File: src/rtl/bitweight_pkg.sv
package bitweight_pkg;

    typedef enum logic [1:0] {
        ST_IDLE = 2'd0,
        ST_RUN  = 2'd1,
        ST_FIN  = 2'd2
    } bw_state_e;

    typedef struct packed {
        logic load;
        logic step;
    } bw_ctrl_t;

    function automatic int count_bits(input int width);
        return $clog2(width) + 1;
    endfunction

endpackage

File: src/rtl/bw_datapath.sv
module bw_datapath
    import bitweight_pkg::*;
#(
    parameter int WIDTH = 8,
    localparam int CW   = count_bits(WIDTH)
) (
    input  logic             clk,
    input  logic             rst,
    input  bw_ctrl_t         ctl,
    input  logic [WIDTH-1:0] din,
    output logic             word_zero,
    output logic [CW-1:0]    count
);

    logic [WIDTH-1:0] word_q;
    logic [CW-1:0]    inc;

    assign inc       = {{(CW-1){1'b0}}, word_q[0]};
    assign word_zero = (word_q == '0);

    always_ff @(posedge clk) begin
        if (rst) begin
            word_q <= '0;
            count  <= '0;
        end else if (ctl.load) begin
            word_q <= din;
            count  <= '0;
        end else if (ctl.step) begin
            word_q <= word_q >> 1;
            count  <= count + inc;
        end
    end

    a_r2_load_clears: assert property (@(posedge clk) disable iff (rst)
        ctl.load |=> (count == '0) && (word_q == $past(din)));

    a_r3_shift: assert property (@(posedge clk) disable iff (rst)
        ctl.step |=> word_q == ($past(word_q) >> 1));

    a_r3_accumulate: assert property (@(posedge clk) disable iff (rst)
        ctl.step |=> count == $past(count) + CW'($past(word_q[0])));

    a_r6_no_overflow: assert property (@(posedge clk) disable iff (rst)
        count <= CW'(WIDTH));

    a_r8_hold: assert property (@(posedge clk) disable iff (rst)
        (!ctl.load && !ctl.step) |=> $stable(count));

endmodule

File: src/rtl/bw_control.sv
module bw_control
    import bitweight_pkg::*;
(
    input  logic     clk,
    input  logic     rst,
    input  logic     start,
    input  logic     word_zero,
    output bw_ctrl_t ctl,
    output logic     done
);

    bw_state_e state_q, state_d;

    always_comb begin
        state_d  = state_q;
        ctl.load = 1'b0;
        ctl.step = 1'b0;
        unique case (state_q)
            ST_IDLE: if (start) begin
                ctl.load = 1'b1;
                state_d  = ST_RUN;
            end
            ST_RUN: begin
                if (word_zero) state_d  = ST_FIN;
                else           ctl.step = 1'b1;
            end
            ST_FIN: if (!start) state_d = ST_IDLE;
            default: state_d = ST_IDLE;
        endcase
    end

    always_ff @(posedge clk) begin
        if (rst) state_q <= ST_IDLE;
        else     state_q <= state_d;
    end

    assign done = (state_q == ST_FIN);

    a_r4_exit: assert property (@(posedge clk) disable iff (rst)
        (state_q == ST_RUN && word_zero) |=> done);

    a_r7_done_hold: assert property (@(posedge clk) disable iff (rst)
        (done && start) |=> done);

    a_r7_release: assert property (@(posedge clk) disable iff (rst)
        (done && !start) |=> !done);

    a_r9_no_reload: assert property (@(posedge clk) disable iff (rst)
        (state_q != ST_IDLE) |-> !ctl.load);

endmodule

File: src/rtl/bitweight_seq.sv
module bitweight_seq
    import bitweight_pkg::*;
#(
    parameter int WIDTH = 8,
    localparam int CW   = count_bits(WIDTH)
) (
    input  logic             clk,
    input  logic             rst,
    input  logic             start,
    input  logic [WIDTH-1:0] din,
    output logic [CW-1:0]    count,
    output logic             done
);

    bw_ctrl_t ctl;
    logic     word_zero;

    bw_control u_ctrl (
        .clk       (clk),
        .rst       (rst),
        .start     (start),
        .word_zero (word_zero),
        .ctl       (ctl),
        .done      (done)
    );

    bw_datapath #(.WIDTH(WIDTH)) u_dp (
        .clk       (clk),
        .rst       (rst),
        .ctl       (ctl),
        .din       (din),
        .word_zero (word_zero),
        .count     (count)
    );

    a_r1_reset_quiet: assert property (@(posedge clk)
        $past(rst) |-> (!done && count == '0));

endmodule

File: config.mk
export PLATFORM = sky130hd
export DESIGN_NAME = bitweight_seq
export DESIGN_NICKNAME = d
export VERILOG_FILES = /design/src/rtl/bitweight_pkg.sv /design/src/rtl/bw_datapath.sv /design/src/rtl/bw_control.sv /design/src/rtl/bitweight_seq.sv
export SDC_FILE = /design/constraint.sdc
export NUM_CORES = 1
export LEC_CHECK = 0
export BUFFER_PORTS_ARGS = -buffer_cell sky130_fd_sc_hd__buf_4
export CAP_MARGIN = 40
export CELL_PAD_IN_SITES_DETAIL_PLACEMENT = 1
export CELL_PAD_IN_SITES_GLOBAL_PLACEMENT = 2
export CORE_ASPECT_RATIO = 0.8
export CORE_UTILIZATION = 32
export CTS_CLUSTER_SIZE = 16
export DETAILED_ROUTE_END_ITERATION = 16
export PLACE_DENSITY = 0.79
export SLEW_MARGIN = 20
export SYNTH_ARGS = -nofsm -noshare
export SYNTH_HDL_FRONTEND = slang
export SYNTH_SLANG_ARGS = --single-unit
File: constraint.sdc
create_clock -name clk -period 3.6 [get_ports clk]
set_input_delay 0.18 -clock clk [delete_from_list [all_inputs] [get_ports clk]]
set_output_delay 0.18 -clock clk [all_outputs]
set_load 0.02 [all_outputs]
* Word-level counts from Yosys, hierarchy flattened *
Cells that the tools add are included.

word-level totals
  bits in registers = 14
  output and inout port bits = 5
  word-level logic and storage cells = 24

operators by class
  add/sub/neg operators = 1
  eq/ne operators = 5
  muxes and demuxes = 10
  reduce and logical (&&, ||, !) cells = 5

operators with widths
  operator              number
  $mux W8               2
  $logic_not A8 Y1      1
  $mux W2               3
  $pmux W2 S3           1
  $add A4 B1 Y4         1
  $mux W1               4
  $ne A2 B2 Y1 const B  2
  $reduce_and A3 Y1     1
  $eq A2 B1 Y1 const B  1
  $eq A2 B2 Y1 const B  1
  $logic_not A2 Y1      1
  $ne A2 B1 Y1 const B  1
  $reduce_bool A2 Y1    1
  $reduce_or A2 Y1      1

* Depth between registers and ports, before layout *
  depth after elaboration = 5
  depth in mapped cells = 4

* By module *
From an unflattened synthesis, not the netlist that was laid out.

unflattened totals
  cell total of the unflattened synthesis = 67
  area total of the unflattened synthesis = 685.7 µm²

by module, submodules not included
  module       instances  cells an instance  area an instance (µm²)  seq. area each (µm²)
  bw_datapath  1          56                 576.8                   240.2
  bw_control   1          11                 108.9                   40.0

* Worst setup path after synthesis *
OpenSTA, ideal clock, no wires.

  path kind = reg2reg
  start point = reg u_dp.word_q[4]
  end point = reg u_dp.count[2]
  library setup time = 0.118 ns
  arrival = 1.172 ns
  path slack = 2.310 ns
  stages on the path, launching flop included = 4
  period minus slack after synthesis = 1.290 ns
  cell sequence = dfxtp_1 -> or4_4 -> o211a_1 -> mux2i_1

on the way
  word-level cells in the longest chain between the ends = 3

ends and longest elaborated chain
  element                   line               text
  start: declaration        bw_datapath.sv:15  logic [WIDTH-1:0] word_q;
  start signal: assignment  bw_datapath.sv:26  word_q <= din;
  start signal: assignment  bw_datapath.sv:29  word_q <= word_q >> 1;
  $logic_not A8 Y1          bw_datapath.sv:19  assign word_zero = (word_q == '0);
  $mux W1                   bw_control.sv:24   if (word_zero) state_d = ST_FIN;
  $mux W1                   bw_control.sv:18   unique case (state_q)
  end signal: assignment    bw_datapath.sv:30  count <= count + inc;
  end: declaration          bw_datapath.sv:12  output logic [CW-1:0] count

No other way between the ends.
A chain may end at the register's enable or synchronous reset.

* Final worst setup path *
  start point = reg u_ctrl.state_q[0]
  end point = reg u_dp.word_q[1]

on the way
  word-level cells in the longest chain between the ends = 3
  elaborated cells between the ends (all ways) = 6
  classes of those cells = eq/ne (1); mux (3); reduce/logical (2)

ends and longest elaborated chain
  element                                                         line              text
  start: declaration                                              bw_control.sv:12  bw_state_e state_q, state_d;
  start signal: assignment                                        bw_control.sv:34  else state_q <= state_d;
  $eq A2 B1 Y1 or $logic_not A2 Y1 (tied branches)                bw_control.sv:18
  $mux W1                                                         bw_control.sv:18
  $reduce_bool A2 Y1 (no source line) or $mux W8 (tied branches)  n/a

Several ways; a longest one is shown, not always the timed one.

==> impl_summary.log <==
[metrics] run status: completed
[metrics] number of global-route vias before repair: between 500 and 600
[metrics] count of hold buffers inserted by post-cts repair: 0
[metrics] element type at the critical path start: flip-flop
[metrics] fraction of power consumed by sequential logic: a little over half
[metrics] P&R area growth vs syn: 20.7%
[metrics] Cell variety after synth: 21
[metrics] number of standard cells in the final layout excluding fillers: 119
[metrics] largest net degree at the start of global routing: 23
[metrics] detailed-routing iteration count for the pre-antenna-repair pass: 4
[metrics] GRT Overall Usage: 16.7%
[metrics] setup repair after global routing missed its margin: false
[metrics] final setup vio count: 0
[metrics] master of the slowest instance on the critical path: sky130_fd_sc_hd__nor2b_1
[metrics] Initial Util: 35.5%
[metrics] crit end category: flip-flop
[metrics] Hold Violations, Final: 0
[metrics] Combinational Power Share: 21.7%
[metrics] Post-Syn Nets: 95
[metrics] Peak VDD IR: 0.283 mV
[metrics] CTS HTree Levels: 1
[metrics] critical path required time: 3.78 ns
[metrics] post-synthesis instance total: a little over 80
[metrics] Num CTS Buffers: 3
[metrics] clock tree buffer depth: 2
[metrics] Post CTS Setup Buffer Count: 0
[metrics] net switching fraction of the power: 30.3%
[metrics] Largest stage delay, worst path: 0.60 ns
[metrics] vias after detailed routing: between 600 and 700
[metrics] sequential element share of the synthesized area: 39.9%
[metrics] Inst Count DP: about 120
[metrics] transition time at the pin with the least slew margin: 0.727 ns
[metrics] clock network fraction of design power: 25.6%
[metrics] worst slew margin relative to its limit: 51.5%
[metrics] instance area at placement: 825 µm²
[metrics] Pins Over Slew Limit: 0
[metrics] maxcap violations: 0
[metrics] clock latency on the worst-skew pair: approximately 0.28 ns
[metrics] setup slack, reg-to-reg: ~2.0 ns
[metrics] number of sinks on the clock net: 14
[metrics] worst-path cell chain: nor2b_1 > nand2_1 > a311oi_1
[metrics] Final Hold Slack: 0.177 ns
[metrics] wire length of the first global-routing pass: 2.70 mm
[metrics] quantity of gates resized following cts: 0
[metrics] Die Ht: between 40 and 50 µm
[metrics] placer congestion estimate: 0.697
[metrics] critical path fanouts, max: 10
[metrics] total net switching power: 0.104 mW
[metrics] portion of the clock cycle consumed by the worst path in the final layout: 43.4%
[metrics] setup TNS: 0 ns
[metrics] buffering stage count on the worst path with inverters included: 0
[metrics] category of the most critical setup path: reg -> reg
[metrics] netlist area before placement: 702 µm²
[metrics] initial antenna violation count: 0
[metrics] post-route ant nets: 0
[metrics] Pleak: 0.333 nW
[metrics] net total in the final layout: 110
[metrics] total DRC errors in the routed layout: 0
[metrics] achievable clock frequency: 641 MHz
[metrics] Detailed Place HPWL: 1.24 mm
[metrics] # fillers: 249
[metrics] global route overflow: 0
[metrics] total detailed-routing wirelength: 1.72 mm
[metrics] diode count: 0
[metrics] minimum clock period after layout: 1.56 ns
[metrics] largest clock skew in the final design: roughly 0.01 ns
[metrics] data arrival time of the critical path: about 1.7 ns
[metrics] total die area: 2390 µm²
[metrics] Pint: 0.240 mW
[metrics] WL per Instance: 14.5 µm
[metrics] most used cells in the layout excluding fill and tap cells: 15 x sky130_fd_sc_hd__nand2_1, 15 x sky130_fd_sc_hd__buf_4, 14 x sky130_fd_sc_hd__dfxtp_1
[metrics] cell family contributing the most delay on the critical path: simple AND/OR/NAND/NOR gates
[metrics] Synth Area per Inst: roughly 8.6 µm²
[metrics] final instance area: ~850 µm²
[metrics] flip-flop and latch count after synthesis: 14
[metrics] clock slew at reported path FFs: approximately 0.090 ns
[metrics] row count: 14
[metrics] clock tree from TritonCTS: yes
[metrics] # IOs: 16
[metrics] Chip Width: 54.4 µm
[metrics] proportion of layout cells with a drive suffix above 1: 21.1%
[metrics] area of the placeable core: 1980 µm²
[metrics] Power Density: 406 nW/µm²
[metrics] total number of yosys warnings: 0
[metrics] Hold Crit Class: in -> reg
[metrics] Port-buffer cells: 15
[metrics] drt initial violations: 9
[metrics] detail-routed via count per cell: between 5 and 6
[metrics] clock root buffer: sky130_fd_sc_hd__clkbuf_4
worst reg2reg max path: cells and delay by family, from the launching register on:
family	cells	cell delay, ns
simple gates	2	0.73
flops	1	0.40
compound gates	1	0.33
registers in the layout (all words and copies together) (netlist names):
signal,cells
u_dp.count,4
u_dp.word_q,8
u_ctrl.state_q,2
logic make-up (layout without fill, tap and decap cells):
kind of cell | Yosys count | count (layout) | synth area share [%]
compound gates | 14 | 14 | 14.8
buf+inv | 5 | 18 | 2.85
flops | 14 | 14 | 39.9
fa+ha+maj | 2 | 2 | 3.56
mux | 4 | 4 | 5.70
simple gates | 43 | 43 | 33.2
routing by layer:
| layer | track usage (%) | share of wire [%] | routed length, µm | up-vias |
|---|---|---|---|---|
| li1 | - | - | - | 330 |
| met2 | 23.7 | 43 | 739 | 12 |
| met5 | 0 | 0 | 0 | - |
| met4 | 6.15 | 1.0 | 18 | 0 |
| met1 | 22.6 | 52 | 903 | 302 |
| met3 | 6.32 | 3.5 | 61 | 2 |
worst paths after layout:
check,depth (start not counted),to,startpoint
max,3,u_dp.word_q[1],u_ctrl.state_q[0]
min,3,u_dp.word_q[7],din[7]
max reg2reg,3,u_dp.word_q[1],u_ctrl.state_q[0]
min reg2reg,2,u_dp.count[0],u_dp.count[0]
power groups by stage:
| stage | combinational (mW) | clock [mW] | sequential, mW |
|---|---|---|---|
| after floorplan | 0.0546 | 0 | 0.181 |
| after global placement | 0.0735 | 0 | 0.184 |
| after detailed placement | 0.0742 | 0 | 0.185 |
| after CTS | 0.0746 | 0.0926 | 0.181 |
| after global routing | 0.0823 | 0.101 | 0.183 |
| final | 0.0747 | 0.0881 | 0.181 |
layout make-up:
type	instances	area, µm²	area share (%)
sequential	14	280	33.1
tap	24	30.0	3.55
timing repair buffer	15	113	13.3
clock buffer	3	22.5	2.66
multi-input combinational	63	402	47.4
Yosys cell counts:
library cell	n	share of area (%)
sky130_fd_sc_hd__buf_2	1	0.71
sky130_fd_sc_hd__or3_1	2	1.8
sky130_fd_sc_hd__nand2b_1	1	0.89
sky130_fd_sc_hd__nor3b_1	1	1.1
sky130_fd_sc_hd__mux2i_1	4	5.7
sky130_fd_sc_hd__ha_1	2	3.6
sky130_fd_sc_hd__nor4_1	2	1.8
sky130_fd_sc_hd__a311oi_1	7	8.7
sky130_fd_sc_hd__a21oi_1	4	2.9
sky130_fd_sc_hd__nor2b_1	2	1.8
sky130_fd_sc_hd__nor2_1	7	3.7
sky130_fd_sc_hd__o211a_1	1	1.4
sky130_fd_sc_hd__o21ai_0	1	0.71
sky130_fd_sc_hd__or4_4	2	3.2
sky130_fd_sc_hd__dfxtp_1	14	40
sky130_fd_sc_hd__nand3_1	3	2.1
sky130_fd_sc_hd__or3b_1	1	1.2
sky130_fd_sc_hd__nand2_1	15	8.0
sky130_fd_sc_hd__clkbuf_1	4	2.1
sky130_fd_sc_hd__nand3b_1	7	7.5
sky130_fd_sc_hd__a211oi_1	1	1.1
metrics by stage:
| stage | total power, mW | setup WS, ns | util [%] |
|---|---|---|---|
| global route | 0.367 | 1.91 | 42.8 |
| CTS | 0.348 | 2.07 | 42.8 |
| detailed placement | 0.259 | 2.08 | 41.7 |
| global placement | 0.257 | 2.15 | 41.7 |
| finish | 0.344 | 2.04 | 42.8 |
| floorplan | 0.235 | 2.31 | - |
Power figures use the tool's default switching activity.
